$ cat src/rtl/mseq_pkg.sv
`timescale 1ns/1ps
package mseq_pkg;
    localparam int GP_N = 6;
    localparam int BS_N = 4;

    typedef struct packed {
        logic            last;
        logic            loop;
        logic [1:0]      redo;
        logic [BS_N-1:0] bs;
        logic [GP_N-1:0] rise;
        logic [GP_N-1:0] fall;
    } ctl_word_t;

    localparam int WORD_W = $bits(ctl_word_t);

    typedef enum logic [2:0] {
        REQ_RD_SB   = 3'd0,
        REQ_RD_BU   = 3'd1,
        REQ_WR_SB   = 3'd2,
        REQ_WR_BU   = 3'd3,
        REQ_REFRESH = 3'd4,
        REQ_RUN     = 3'd5
    } req_kind_e;

    typedef enum logic [1:0] {
        LSRC_READ  = 2'd0,
        LSRC_WRITE = 2'd1,
        LSRC_TIMER = 2'd2
    } loop_src_e;

    function automatic loop_src_e loop_src(input logic [2:0] kind);
        case (kind)
            3'(REQ_WR_SB), 3'(REQ_WR_BU): return LSRC_WRITE;
            3'(REQ_REFRESH):              return LSRC_TIMER;
            default:                      return LSRC_READ;
        endcase
    endfunction
endpackage

$ cat src/rtl/mseq_ram.sv
`timescale 1ns/1ps
module mseq_ram #(
    parameter int AW    = 6,
    parameter int DW    = 20,
    localparam int DEPTH = 1 << AW
) (
    input  logic          clk,
    input  logic          we_i,
    input  logic [AW-1:0] waddr_i,
    input  logic [DW-1:0] wdata_i,
    input  logic [AW-1:0] raddr_i,
    output logic [DW-1:0] rdata_o
);
    logic [DW-1:0] store [DEPTH];

    always_ff @(posedge clk) begin
        if (we_i) store[waddr_i] <= wdata_i;
    end

    assign rdata_o = store[raddr_i];
endmodule

$ cat src/rtl/mseq_seq.sv
`timescale 1ns/1ps
module mseq_seq
    import mseq_pkg::*;
#(
    parameter int AW     = 6,
    parameter int LOOP_W = 4
) (
    input  logic              clk,
    input  logic              rst,
    input  logic              req_i,
    input  logic [2:0]        req_type_i,
    input  logic [AW-1:0]     run_start_i,
    input  logic [LOOP_W-1:0] rd_loops_i,
    input  logic [LOOP_W-1:0] wr_loops_i,
    input  logic [LOOP_W-1:0] tmr_loops_i,
    input  logic              exc_i,
    input  logic              w_last_i,
    input  logic              w_loop_i,
    input  logic [1:0]        w_redo_i,
    output logic [AW-1:0]     pc_o,
    output logic              busy_o,
    output logic              emit_o,
    output logic              bad_o,
    output logic              fin_o
);
    logic              busy_q, in_loop_q;
    logic [AW-1:0]     pc_q, ls_q, start_pc;
    logic [LOOP_W-1:0] cnt_q, lim_q, lim_sel;
    logic [1:0]        rep_q;
    logic              accept, last_rep;

    assign accept   = !busy_q && req_i && !exc_i && (req_type_i <= 3'(REQ_RUN));
    assign last_rep = (rep_q == w_redo_i);
    assign bad_o    = busy_q && !exc_i && w_last_i && (w_loop_i || in_loop_q);
    assign emit_o   = busy_q && !exc_i && !bad_o;
    assign fin_o    = emit_o && last_rep && w_last_i;
    assign pc_o     = pc_q;
    assign busy_o   = busy_q;

    always_comb begin
        if (req_type_i == 3'(REQ_RUN)) start_pc = run_start_i;
        else                           start_pc = {req_type_i, {(AW-3){1'b0}}};
        case (loop_src(req_type_i))
            LSRC_WRITE: lim_sel = wr_loops_i;
            LSRC_TIMER: lim_sel = tmr_loops_i;
            default:    lim_sel = rd_loops_i;
        endcase
    end

    always_ff @(posedge clk) begin
        if (rst) begin
            busy_q    <= 1'b0;
            in_loop_q <= 1'b0;
            pc_q      <= '0;
            ls_q      <= '0;
            cnt_q     <= '0;
            lim_q     <= '0;
            rep_q     <= '0;
        end else if (exc_i) begin
            busy_q    <= 1'b0;
            in_loop_q <= 1'b0;
            rep_q     <= '0;
        end else if (!busy_q) begin
            if (accept) begin
                busy_q    <= 1'b1;
                pc_q      <= start_pc;
                lim_q     <= lim_sel;
                in_loop_q <= 1'b0;
                rep_q     <= '0;
            end
        end else if (bad_o) begin
            busy_q    <= 1'b0;
            in_loop_q <= 1'b0;
            rep_q     <= '0;
        end else if (!last_rep) begin
            rep_q <= rep_q + 2'd1;
        end else begin
            rep_q <= '0;
            if (w_last_i) begin
                busy_q <= 1'b0;
            end else if (w_loop_i && !in_loop_q) begin
                in_loop_q <= 1'b1;
                ls_q      <= pc_q;
                cnt_q     <= lim_q;
                pc_q      <= pc_q + 1'b1;
            end else if (w_loop_i && (pc_q == ls_q)) begin
                pc_q <= pc_q + 1'b1;
            end else if (w_loop_i) begin
                if (cnt_q != LOOP_W'(1)) begin
                    cnt_q <= cnt_q - 1'b1;
                    pc_q  <= ls_q;
                end else begin
                    in_loop_q <= 1'b0;
                    pc_q      <= pc_q + 1'b1;
                end
            end else begin
                pc_q <= pc_q + 1'b1;
            end
        end
    end
endmodule

$ cat src/rtl/mseq_drv.sv
`timescale 1ns/1ps
module mseq_drv
    import mseq_pkg::*;
#(
    parameter int ADDR_IN_W = 8,
    localparam int SEL_W    = $clog2(ADDR_IN_W)
) (
    input  logic                 clk,
    input  logic                 rst,
    input  logic                 emit_i,
    input  logic                 bad_i,
    input  logic                 fin_i,
    input  logic [GP_N-1:0]      rise_i,
    input  logic [GP_N-1:0]      fall_i,
    input  logic [BS_N-1:0]      bs_i,
    input  logic                 g0_follow_i,
    input  logic [SEL_W-1:0]     g0_sel_i,
    input  logic [ADDR_IN_W-1:0] addr_i,
    output logic [GP_N-1:0]      gp_rise_o,
    output logic [GP_N-1:0]      gp_fall_o,
    output logic [BS_N-1:0]      bs_o,
    output logic                 done_o,
    output logic                 err_o
);
    logic            follow, abit;
    logic [GP_N-1:0] rise_n, fall_n;

    assign follow = g0_follow_i && rise_i[0] && fall_i[0];
    assign abit   = addr_i[g0_sel_i];

    always_comb begin
        rise_n = rise_i;
        fall_n = fall_i;
        if (follow) begin
            rise_n[0] = abit;
            fall_n[0] = abit;
        end
    end

    always_ff @(posedge clk) begin
        if (rst || !emit_i) begin
            gp_rise_o <= '0;
            gp_fall_o <= '0;
            bs_o      <= '0;
        end else begin
            gp_rise_o <= rise_n;
            gp_fall_o <= fall_n;
            bs_o      <= bs_i;
        end
        done_o <= !rst && fin_i;
        err_o  <= !rst && bad_i;
    end
endmodule

$ cat src/rtl/ucode_mseq.sv
`timescale 1ns/1ps
module ucode_mseq
    import mseq_pkg::*;
#(
    parameter int AW        = 6,
    parameter int LOOP_W    = 4,
    parameter int ADDR_IN_W = 8,
    localparam int SEL_W    = $clog2(ADDR_IN_W)
) (
    input  logic                 clk,
    input  logic                 rst,
    input  logic                 req_i,
    input  logic [2:0]           req_type_i,
    input  logic [AW-1:0]        run_start_i,
    input  logic [LOOP_W-1:0]    rd_loops_i,
    input  logic [LOOP_W-1:0]    wr_loops_i,
    input  logic [LOOP_W-1:0]    tmr_loops_i,
    input  logic                 g0_follow_i,
    input  logic [SEL_W-1:0]     g0_sel_i,
    input  logic [ADDR_IN_W-1:0] addr_i,
    input  logic                 exc_i,
    input  logic                 ram_we_i,
    input  logic [AW-1:0]        ram_waddr_i,
    input  logic [WORD_W-1:0]    ram_wdata_i,
    output logic [GP_N-1:0]      gp_rise_o,
    output logic [GP_N-1:0]      gp_fall_o,
    output logic [BS_N-1:0]      bs_o,
    output logic                 busy_o,
    output logic                 done_o,
    output logic                 err_o
);
    logic [AW-1:0]     pc;
    logic [WORD_W-1:0] rd_raw;
    ctl_word_t         word;
    logic              emit, bad, fin;

    assign word = ctl_word_t'(rd_raw);

    mseq_ram #(.AW(AW), .DW(WORD_W)) u_ram (
        .clk(clk), .we_i(ram_we_i), .waddr_i(ram_waddr_i), .wdata_i(ram_wdata_i),
        .raddr_i(pc), .rdata_o(rd_raw)
    );

    mseq_seq #(.AW(AW), .LOOP_W(LOOP_W)) u_seq (
        .clk(clk), .rst(rst), .req_i(req_i), .req_type_i(req_type_i),
        .run_start_i(run_start_i), .rd_loops_i(rd_loops_i), .wr_loops_i(wr_loops_i),
        .tmr_loops_i(tmr_loops_i), .exc_i(exc_i), .w_last_i(word.last),
        .w_loop_i(word.loop), .w_redo_i(word.redo), .pc_o(pc), .busy_o(busy_o),
        .emit_o(emit), .bad_o(bad), .fin_o(fin)
    );

    mseq_drv #(.ADDR_IN_W(ADDR_IN_W)) u_drv (
        .clk(clk), .rst(rst), .emit_i(emit), .bad_i(bad), .fin_i(fin),
        .rise_i(word.rise), .fall_i(word.fall), .bs_i(word.bs),
        .g0_follow_i(g0_follow_i), .g0_sel_i(g0_sel_i), .addr_i(addr_i),
        .gp_rise_o(gp_rise_o), .gp_fall_o(gp_fall_o), .bs_o(bs_o),
        .done_o(done_o), .err_o(err_o)
    );
endmodule

$ cat config.mk
export PLATFORM = sky130hd
export DESIGN_NAME = ucode_mseq
export DESIGN_NICKNAME = d
export VERILOG_FILES = /design/src/rtl/mseq_pkg.sv /design/src/rtl/mseq_ram.sv /design/src/rtl/mseq_seq.sv /design/src/rtl/mseq_drv.sv /design/src/rtl/ucode_mseq.sv
export SDC_FILE = /design/constraint.sdc
export NUM_CORES = 1
export LEC_CHECK = 0
export ABC_AREA = 0
export BUFFER_PORTS_ARGS = -buffer_cell sky130_fd_sc_hd__buf_2
export CORE_ASPECT_RATIO = 0.7
export CORE_UTILIZATION = 40
export DETAILED_ROUTE_END_ITERATION = 8
export PLACE_DENSITY = 0.51
export SETUP_SLACK_MARGIN = 0.4
export SYNTH_ARGS = -nofsm -noshare
export SYNTH_HDL_FRONTEND = slang
export SYNTH_SLANG_ARGS = --single-unit
$ cat constraint.sdc
create_clock -name clk -period 3.75 [get_ports clk]
set_input_delay 0.375 -clock clk [delete_from_list [all_inputs] [get_ports clk]]
set_output_delay 0.375 -clock clk [all_outputs]
set_load 0.02 [all_outputs]
==> results.yml <==
run_status:
  outcome: "finished clean"
grt:
  grt_antenna_before_repair: 20
  grt_pass1_wl_mm: 196
  grt_pass1_vias: 25400
  overflow: 0
  grt_usage: 0.218
  grt_max_degree: 65
detailed_routing:
  wirelength_mm: 140
  num_vias: 25000
  first_pass_iters: 5
  wl_per_cell_um: 32.2
  drt_iter0_drc: 2804
  drc: 0
  viasPerCell: 5.74
  ant_nets: 0
floorplan:
  num_rows: 109
  die_y_um: 302
  core_um2: 127000
  die_x_um: 431
  io_pins: 83
  dieArea_um2: 130000
  start_util: 0.406
timing:
  fin_crit_ps: 3250
  setup_tns_ps: 0
  finalHoldViolCount: 0
  worstMarginPinSlew_ps: 1360
  drv_slew: 0
  setup_viol: 0
  slew_headroom: 0.0933
  fin_crit_sh: 0.867
  finalWorstSetupSlack_ps: 500
  clock.fmax_ghz: 0.308
  skew_ps: 28.5
  grt_setup_unrepaired: "true"
layout:
  final_common_cell: "edfxtp_1"
  stdcell_area_um2: 59100
  fillers: 10400
  drive_gt1_frac: 0.325
  final_cell_mix: "edfxtp_1, mux4_2, clkbuf_16"
  area_growth_pct: 14.6
  finalCoreUtilization: 0.465
  multi_input_area_um2: 11600
  fin_nets: 2594
  seq_area_um2: 39400
worst_setup_path:
  crit_buf_inv: 2
  setup.worst_path.start_class: "flip-flop"
  cp_common_cell: "buf_12"
  cp_slowest_cell: "mux4_1"
  worstRegToRegCells: 9
  crit_family: "compound AO/OA/AOI/OAI gates"
  critPathKind: "reg -> reg"
  ff2ff_setup_slack_ps: 500
  cp-end-kind: "flip-flop"
  worstPathMaxFanout: 29
  crit_required_ps: 4400
  crit_chain: "buf_12, mux4_1, a22o_1, o311a_1, o21a_1, o211ai_2, o21ai_2, buf_12, mux2i_1"
  max_stage_delay_ps: 590
  crit_arrival_ps: 3900
clock_network:
  clock_path_buffers: 3
  root_buffer: "clkbuf_16"
  cts_tree: "built"
  cts_buffers: 132
  clkLatencyLatePin_ps: 760
  cts_sinks: 1328
  clkTransAtPathRegs_ps: 60
  cts.htree.levels: 4
worst_hold_path:
  hold_depth: 1
  min_to: "u_ram.store[59][14]"
  hold_class: "in -> reg"
  worstHoldStart: "ram_wdata_i[14]"
place:
  dp_hpwl_mm: 83.1
  dpl_cell_area_um2: 54900
  port_buffers: 82
  globalplace.congestion: 0.882
  dp_slack_ps: 391
yosys:
  synth_area_leader_cell: "edfxtp_1"
  synthFlopType: "edfxtp_1"
  ys_warn_count: 0
  async_flop_share: 0
  netlist_instances: 2279
  netlist.area_leader.share: 0.746
  synth_seq_cells: 1328
  syn_area_um2: 51500
  avgSynthCellArea_um2: 22.6
  synth_edf_count: 1280
  synth_area_leaders: "edfxtp_1, mux4_2, dfxtp_1"
  syn-num-nets: 2348
  yosysSeqAreaShare: 0.764
  yosysUniqueCellTypes: 70
pwr:
  finalPower_mw: 30.1
  p_switching_mw: 6.26
  p_leak_nw: 18.0
  p_comb_frac: 0.033
  pwr-share-seq: 0.544
  power_density_nw_per_um2: 510
  internal_power_mw: 23.9
  clockPowerShare: 0.422
  peakVddDrop_uv: 423
  p_sw_frac: 0.208
flow_run:
  drv_cap: 0
-- metrics by stage --
| step | hold slack (ps) | instances |
|---|---|---|
| after floorplan | 452 | 2279 |
| after global placement | 466 | 4104 |
| after detailed placement | 478 | 4104 |
| after CTS | 18.6 | 4337 |
| after global routing | 87.8 | 4341 |
| final | 82.1 | 4348 |
-- routing by layer --
metal,vias to the layer above,wire length [um],global-route usage
li1,10200,-,-
met1,13700,64300,0.328
met2,875,64100,0.330
met3,195,8480,0.0326
met4,4,3250,0.0643
met5,-,59,0
-- kinds of logic after synthesis --
| group | after synthesis | share of synthesized area |
|---|---|---|
| AND/OR/NAND/NOR | 254 | 0.0232 |
| multiplexers | 456 | 0.182 |
| buffers and inverters | 129 | 0.0138 |
| XOR/XNOR | 10 | 0.00170 |
| flip-flops | 1328 | 0.764 |
| AO/OA/AOI/OAI | 97 | 0.0138 |
| adder cells (fa/ha/maj) | 5 | 0.00121 |
-- final cells by class --
type	instances	share of cell area
Clock inverter	59	0.00864
Sequential cell	1328	0.667
Tap cell	1720	0.0364
Clock buffer	168	0.0602
Timing Repair Buffer	226	0.0291
Inverter	15	0.000996
Antenna cell	10	0.000424
Multi-Input combinational cell	822	0.197
-- power groups by stage --
stage | sequential, mW | clock (mW) | combinational [mW]
after floorplan | 16.7 | 0 | 0.450
after global routing | 16.4 | 13.6 | 1.06
after detailed placement | 16.7 | 0 | 1.01
final | 16.4 | 12.7 | 1.01
after global placement | 16.7 | 0 | 0.979
after CTS | 16.4 | 13.0 | 1.01
-- cell usage after synthesis, types with 4 or more instances --
| cell type | number |
|---|---|
| buf_1 | 11 |
| edfxtp_1 | 1280 |
| nand2b_1 | 8 |
| a21oi_1 | 17 |
| buf_2 | 31 |
| mux2_2 | 8 |
| nand3_1 | 16 |
| buf_12 | 4 |
| clkbuf_1 | 46 |
| mux4_2 | 366 |
| buf_4 | 12 |
| nand4_1 | 5 |
| mux2i_1 | 68 |
| nor3_1 | 9 |
| nor2_1 | 101 |
| nand2_1 | 51 |
| o21ai_0 | 7 |
| mux4_1 | 14 |
| buf_6 | 9 |
| nand3b_1 | 4 |
| ha_1 | 5 |
| nor2b_1 | 30 |
| and2_1 | 9 |
| a22oi_1 | 21 |
| and3_1 | 4 |
| o31ai_1 | 8 |
| dfxtp_1 | 48 |
| inv_1 | 13 |
| xor2_1 | 8 |
| a211oi_1 | 4 |
-- how the worst max path moves through the flow --
stage,start,to,slack [ps],cells past startpoint
floorplan,flip-flop,u_drv.bs_o[0],880,8
global placement,flip-flop,u_seq.rep_q[1],410,10
detailed placement,flip-flop,u_seq.rep_q[1],390,10
CTS,flip-flop,u_seq.ls_q[3],410,8
global route,flip-flop,u_seq.ls_q[3],380,11
finish,flip-flop,flip-flop,500,9
-- worst register-to-register path, delay by kind of cell, from the launching register on --
family	cells	cell delay [ps]
AO/OA/AOI/OAI	5	1480
multiplexers	2	810
buffers and inverters	2	440
flip-flops	1	440
-- flip-flops by register name (all words and copies together) (netlist names), 2 cells and up, named ones only --
signal	flops
u_seq.pc_o	6
u_seq.ls_q	6
u_seq.rep_q	2
u_seq.cnt_q	4
u_drv.bs_o	4
u_drv.gp_fall_o	6
u_ram.store	1280
u_seq.lim_q	4
u_drv.gp_rise_o	6
-- what timing repair did --
item / CTS / global route
hold endpoints to repair: 9 / 0
resized for setup: 1 / 5
hold buffers: 6 / 0
setup buffers: 0 / 0
endpoints found under the setup margin: 1 / 18
cloned: 0 / 1
Note: power is estimated with default switching activity, not from simulation.
